--- config.mk ---
export PLATFORM = sky130hd
export DESIGN_NAME = mod60Divider
export DESIGN_NICKNAME = d
export VERILOG_FILES = /design/src/rtl/divPkg.sv /design/src/rtl/digitCounter.sv /design/src/rtl/divControl.sv /design/src/rtl/divDatapath.sv /design/src/rtl/mod60Divider.sv
export SDC_FILE = /design/constraint.sdc
export NUM_CORES = 1
export LEC_CHECK = 0
export ABC_CLOCK_PERIOD_IN_PS = 2200
export BUFFER_PORTS_ARGS = -buffer_cell sky130_fd_sc_hd__buf_2
export CAP_MARGIN = 20
export CORE_AREA = 2 2 39 41
export DETAILED_ROUTE_END_ITERATION = 10
export DIE_AREA = 0 0 41 43
export PLACE_DENSITY = 0.58
export SKIP_CTS_REPAIR_TIMING = 1
export SLEW_MARGIN = 20
export SYNTH_ARGS = -nofsm -noshare
export SYNTH_HDL_FRONTEND = slang
export SYNTH_HIERARCHICAL = 1
export SYNTH_SLANG_ARGS = --single-unit
--- constraint.sdc ---
create_clock -name clk -period 2.2 [get_ports clk]
set_input_delay 0.33 -clock clk [delete_from_list [all_inputs] [get_ports clk]]
set_output_delay 0.33 -clock clk [all_outputs]
set_load 0.02 [all_outputs]
--- src/rtl/divPkg.sv ---
package divPkg;

  localparam int unsigned DefUnitsMod = 10;
  localparam int unsigned DefTensMod  = 6;

  typedef struct packed {
    logic clear;
    logic unitsInc;
    logic unitsWrap;
    logic tensInc;
    logic tensWrap;
    logic carryLoad;
    logic carryVal;
  } strobeT;

endpackage

--- src/rtl/digitCounter.sv ---
module digitCounter #(
  parameter int unsigned MOD = 10,
  parameter int unsigned W   = $clog2(MOD)
) (
  input  logic         clk,
  input  logic         clear,
  input  logic         inc,
  input  logic         wrap,
  output logic [W-1:0] q
);

  logic [W-1:0] qNext;

  always_comb begin
    qNext = q;
    if (inc) begin
      qNext = wrap ? '0 : q + W'(1);
    end
  end

  always_ff @(posedge clk) begin
    if (clear) q <= '0;
    else       q <= qNext;
  end

endmodule

--- src/rtl/divControl.sv ---
module divControl
  import divPkg::*;
#(
  parameter int unsigned UNITS_MOD = DefUnitsMod,
  parameter int unsigned TENS_MOD  = DefTensMod,
  parameter int unsigned UNITS_W   = $clog2(UNITS_MOD),
  parameter int unsigned TENS_W    = $clog2(TENS_MOD)
) (
  input  logic               rst,
  input  logic               countEn,
  input  logic [UNITS_W-1:0] unitsQ,
  input  logic [TENS_W-1:0]  tensQ,
  output strobeT             strobes
);

  localparam logic [UNITS_W-1:0] UnitsTop = UNITS_W'(UNITS_MOD - 1);
  localparam logic [TENS_W:0]    TensLim  = (TENS_W + 1)'(TENS_MOD);

  logic            unitsAtTop;
  logic [TENS_W:0] tensPlus;
  logic            tensHitLim;

  assign unitsAtTop = (unitsQ == UnitsTop);
  // compare the incremented tens value against the modulus so the
  // illegal code is replaced by zero before it is ever stored
  assign tensPlus   = {1'b0, tensQ} + (TENS_W + 1)'(1);
  assign tensHitLim = (tensPlus >= TensLim);

  always_comb begin
    strobes           = '0;
    strobes.clear     = rst;
    strobes.unitsInc  = countEn;
    strobes.unitsWrap = unitsAtTop;
    strobes.tensInc   = countEn & unitsAtTop;
    strobes.tensWrap  = tensHitLim;
    strobes.carryLoad = countEn;
    strobes.carryVal  = unitsAtTop & tensHitLim;
  end

endmodule

--- src/rtl/divDatapath.sv ---
module divDatapath
  import divPkg::*;
#(
  parameter int unsigned UNITS_MOD = DefUnitsMod,
  parameter int unsigned TENS_MOD  = DefTensMod,
  parameter int unsigned UNITS_W   = $clog2(UNITS_MOD),
  parameter int unsigned TENS_W    = $clog2(TENS_MOD)
) (
  input  logic               clk,
  input  strobeT             strobes,
  output logic [UNITS_W-1:0] unitsQ,
  output logic [TENS_W-1:0]  tensQ,
  output logic               carryQ
);

  digitCounter #(.MOD(UNITS_MOD), .W(UNITS_W)) uUnits (
    .clk   (clk),
    .clear (strobes.clear),
    .inc   (strobes.unitsInc),
    .wrap  (strobes.unitsWrap),
    .q     (unitsQ)
  );

  digitCounter #(.MOD(TENS_MOD), .W(TENS_W)) uTens (
    .clk   (clk),
    .clear (strobes.clear),
    .inc   (strobes.tensInc),
    .wrap  (strobes.tensWrap),
    .q     (tensQ)
  );

  always_ff @(posedge clk) begin
    if (strobes.clear)          carryQ <= 1'b0;
    else if (strobes.carryLoad) carryQ <= strobes.carryVal;
  end

endmodule

--- src/rtl/mod60Divider.sv ---
module mod60Divider
  import divPkg::*;
#(
  parameter int unsigned UNITS_MOD = DefUnitsMod,
  parameter int unsigned TENS_MOD  = DefTensMod,
  parameter int unsigned UNITS_W   = $clog2(UNITS_MOD),
  parameter int unsigned TENS_W    = $clog2(TENS_MOD)
) (
  input  logic               clk,
  input  logic               rst,
  input  logic               countEn,
  output logic [UNITS_W-1:0] unitsDigit,
  output logic [TENS_W-1:0]  tensDigit,
  output logic               carryOut
);

  strobeT stb;

  divControl #(
    .UNITS_MOD(UNITS_MOD), .TENS_MOD(TENS_MOD),
    .UNITS_W(UNITS_W), .TENS_W(TENS_W)
  ) uCtl (
    .rst     (rst),
    .countEn (countEn),
    .unitsQ  (unitsDigit),
    .tensQ   (tensDigit),
    .strobes (stb)
  );

  divDatapath #(
    .UNITS_MOD(UNITS_MOD), .TENS_MOD(TENS_MOD),
    .UNITS_W(UNITS_W), .TENS_W(TENS_W)
  ) uDp (
    .clk     (clk),
    .strobes (stb),
    .unitsQ  (unitsDigit),
    .tensQ   (tensDigit),
    .carryQ  (carryOut)
  );

endmodule

# Word-level counts from Yosys, hierarchy flattened
# Index checks and enable logic that the tools add are counted.
# word_totals
reg_bits	8
latchBits	0
mem_bits_rw	0
mem_bits_ro	0
output_inout_bits	8
elab_cells	12
n_memories	0
# op_classes
n_addsub	3
n_mul	0
div_mod_pow	0
n_lt_le_gt_ge	1
n_eq_ne	1
n_shift	0
muxes	2
n_bitwise	2
n_reduce_logical	0
# ops
operator	n
adder 3 x 1 -> 4 bit (second input constant)	1
adder 4 x 1 -> 4 bit (second input constant)	1
equality test 4 bit (second input constant)	1
>= comparator 4 x 3 -> 1 bit (second input constant)	1
two-way mux 4 bit	1
adder 3 x 1 -> 3 bit (second input constant)	1
two-way mux 3 bit	1
AND 1 bit	2

# Longest topological paths before layout
# logic_depth
depth_word	3
depth_mapped	8
mapped_depth_nobuf	7

# Cells and area by module
# Netlist, hierarchy kept.
# by_module_without_submodules
mod	instances	cells_each	area_per_inst_um2	seq_area_each_um2
digitCounter (uDp.uUnits)	1	21	181.4	80.1
digitCounter (uDp.uTens)	1	14	146.4	60.1
divControl	1	17	132.6	0.0
divDatapath	1	3	33.8	20.0

# Least setup slack after synthesis
# Ideal clock, no wire load.
# synth_timing
kind	register to register
start	register uDp.uTens.q[1]
end	register uDp.uTens.q[0]
setup_ns	0.066
arrival_ns	1.750
required_ns	2.134
setup_slack_ns	0.384
stages_incl_launch_ff	9
n_path_buf	1
period_less_slack_ns	1.816
cell_sequence	dfxtp_1 > inv_1 > ha_1 > nand2b_1 > a21oi_1 > a31oi_1 > buf_4 > or3b_1 > a21oi_2
# synth_via
elab_chain_len	3
# synth_rtl
element	line	text
from (decl)	digitCounter.sv:9	output logic [W-1:0] q
from (signal assigned)	digitCounter.sv:23	else q <= qNext;
adder 3 x 1 -> 4 bit	divControl.sv:26	assign tensPlus = {1'b0, tensQ} + (TENS_W + 1)'(1);
>= comparator 4 x 3 -> 1 bit	divControl.sv:27	assign tensHitLim = (tensPlus >= TensLim);
named net uCtl.tensHitLim	divControl.sv:21	logic tensHitLim;
two-way mux 3 bit	digitCounter.sv:17	qNext = wrap ? '0 : q + W'(1);
# The timed path passes the listed nets, and every way through them passes these cells.
# A chain may end at the register's enable or synchronous reset.

==> results_dict.tcl <==
set metrics [dict create \
    synth_cell_type_count 25 \
    grtUsageTotal_pct 13.7 \
    min_to "uDp/uTens/q[0]$_SDFFE_PP0P_" \
    cts_sinks 8 \
    clock_latency_ns 0.26 \
    relSlewSlack_pct 82.6 \
    ant_nets 0 \
    syn_inst 55 \
    grt_use_met2_pct 18.1 \
    cp-start-kind "register" \
    hold_viol_final 0 \
    h-tree-depth 1 \
    num_vias 416 \
    ctsRootBufferMaster "clkbuf_4" \
    status "complete, no violations" \
    slew_violations 0 \
    globalplace.congestion 0.684 \
    dr.pass1.iters 4 \
    power_density_mw_per_mm2 522 \
    start_util_pct 35.7 \
    fin_ws_ns 0.492 \
    post-place-ws_ns 0.490 \
    setup.worst_path.end_class "register" \
    ir_drop_mv 0.273 \
    clockBufferDepth 2 \
    tightest_slew_ns 0.260 \
    critical_path.startpoint "uDp/uTens/q[1]$_SDFFE_PP0P_" \
    drt-total-wl_um 869 \
    fin_crit_sh_pct 77.6 \
    portBuffers 10 \
    drtIter0Drc 6 \
    grt_util_met1_pct 15.5 \
    synth_area_um2 494 \
    hp-class "in2reg" \
    grtUsageMet3_pct 7.85 \
    synthesis.nets 62 \
    busiest_layer "met2" \
    die_area_mm2 0.00176 \
    cpPeakStageDelay_ns 0.40 \
    finalCriticalPeriod_ns 1.71 \
    viasPerCell 5.27 \
    dieWidth_um 41 \
    row_count 14 \
    grt_pass1_wl_um 1510 \
    dpl.hpwl_um 626 \
    drive_gt1_share_pct 30.2 \
    path_cells "inv_1 -> ha_1 -> nand2b_1 -> a21oi_1 -> a31oi_1 -> or3b_1 -> a21oi_2" \
    ys_warn_count 6 \
    antenna_cells 0 \
    finish.utilization_pct 39.7 \
    grt-ovfl-total 0 \
    rr_endpoint "uDp/uTens/q[0]$_SDFFE_PP0P_" \
    rsz0062_at_grt "no" \
    synthToLayoutAreaGrowth_pct 11.1 \
    cap_violations 0 \
    leakage_nw 0.228 \
    synth.ff_latch_count 8 \
    arrival_ns 1.90 \
    path_class "reg2reg" \
    r2r_cells 7 \
    setup_viol 0 \
    grt_pass1_vias 363 \
    core_area_mm2 0.00138 \
    crit_fanout 6 \
    r2r_slack_ns 0.49 \
    numCtsBuffers 3 \
    io_pins 11 \
    grt_antenna_before_repair 0 \
    die_h_um 43 \
    skew_ns 0.00506 \
    cts_tree "built" \
    tns_ns 0 \
    fin_nets 72 \
    cp_slowest_cell "dfxtp_1" \
    ys_seq_area_share_pct 32.4 \
    drcViolationCount 0 \
    wl_per_cell_um 11.0 \
    clk_pin_slew_ns 0.05 \
    synth.avg_cell_area_um2 8.99 \
    hold_depth 2 \
    fmax_mhz 585 \
    worstHoldStart "rst" \
    critPathRequiredTime_ns 2.39 \
    r2r_start "uDp/uTens/q[1]$_SDFFE_PP0P_" \
    grt_max_degree 10 \
]
flip-flops by register name, indices dropped and copies added, names as in the netlist:
register,cells
uDp/carryQ,1
uDp/uTens/q,3
uDp/uUnits/q,4
critical path, delay by kind of cell, from the launching register on:
family          cells  cell delay [ns]
simple gates        2             0.45
fa+ha+maj           1             0.27
flops               1             0.40
buf+inv             1             0.06
compound gates      3             0.45
stage by stage:
| stage | instance area (um2) | std cells | hold slack, ns | power [W] |
|---|---|---|---|---|
| 6_report | 549 | 79 | 0.348 | 0.000287 |
| 4_1_cts | 549 | 79 | 0.346 | 0.000295 |
| 5_1_grt | 549 | 79 | 0.353 | 0.000305 |
| 3_3_place_gp | 527 | 76 | 0.473 | 0.000175 |
| 2_1_floorplan | 494 | 55 | 0.538 | 0.000172 |
| 3_5_place_dp | 527 | 76 | 0.484 | 0.000176 |
cells by family after synthesis:
group / count (synthesis) / share of synthesized area (%)
buf+inv: 8 / 9.87
fa+ha+maj: 4 / 10.1
compound gates: 14 / 18.2
simple gates: 20 / 27.3
mux: 1 / 2.03
flops: 8 / 32.4
metal layers:
metal | wire length, um | share of wire [%]
met2 | 397 | 46
met3 | 54 | 6.2
met5 | 0 | 0
met1 | 392 | 45
met4 | 23 | 2.6
cell usage in the layout (no fill, tap or decap):
cell type and instances:
a21oi_1 6, a21oi_2 1, a311oi_2 1, a31oi_1 2, and2_2 1, and4bb_2 1
buf_2 10, clkbuf_4 3, dfxtp_1 8, ha_1 4, inv_1 1, inv_2 2
mux2i_1 1, nand2_1 2, nand2b_1 4, nand3_1 1, nand3b_1 2, nand4bb_1 1
nor2_1 3, nor2b_1 1, nor3b_1 1, nor4bb_1 1, o21ai_0 3, o2bb2ai_1 1
or3b_1 1, or4_1 1
final cells by class:
cell class	count	area, um2
inverters	3	11.3
multi-input cells	39	285
flip-flops and latches	8	160
well taps	16	20.0
repair buffers	10	50.0
clock buffers	3	22.5
fillers	158	835
synthesized netlist by cell type (all sizes together):
library cell	instances	area [um2]
and4bb	1	12.5
or4	1	7.51
buf	5	37.5
a21oi	7	38.8
inv	3	11.3
or3b	1	8.76
nor4bb	1	10.0
nand2	2	7.51
o2bb2ai	1	8.76
nand3b	2	15.0
o21ai	3	15.0
dfxtp	8	160
nand4bb	1	11.3
nand3	1	5.00
mux2i	1	10.0
nand2b	4	25.0
a311oi	1	15.0
nor2	3	11.3
nor3b	1	7.51
ha	4	50.1
nor2b	1	6.26
a31oi	2	12.5
and2	1	7.51
how the worst max path moves through the flow:
| stage | endpoint | depth (start not counted) | slack, ns |
|---|---|---|---|
| 6_report | uDp/uTens/q[0]$_SDFFE_PP0P_ | 7 | 0.49 |
| 5_1_grt | uDp/uTens/q[0]$_SDFFE_PP0P_ | 7 | 0.29 |
| 4_1_cts | uDp/uTens/q[0]$_SDFFE_PP0P_ | 7 | 0.47 |
| 3_5_place_dp | uDp/uTens/q[0]$_SDFFE_PP0P_ | 7 | 0.49 |
| 3_3_place_gp | uDp/uTens/q[0]$_SDFFE_PP0P_ | 7 | 0.53 |
| 2_1_floorplan | uDp/uTens/q[0]$_SDFFE_PP0P_ | 8 | 0.38 |
power by group:
group          switching, W  leakage (nW)  internal, W
combinational     0.0000122         0.149   0.00000784
clock             0.0000517        0.0138    0.0000626
sequential       0.00000447        0.0648     0.000148
total             0.0000683         0.228     0.000218
Note: power is estimated with default switching activity, not from simulation.
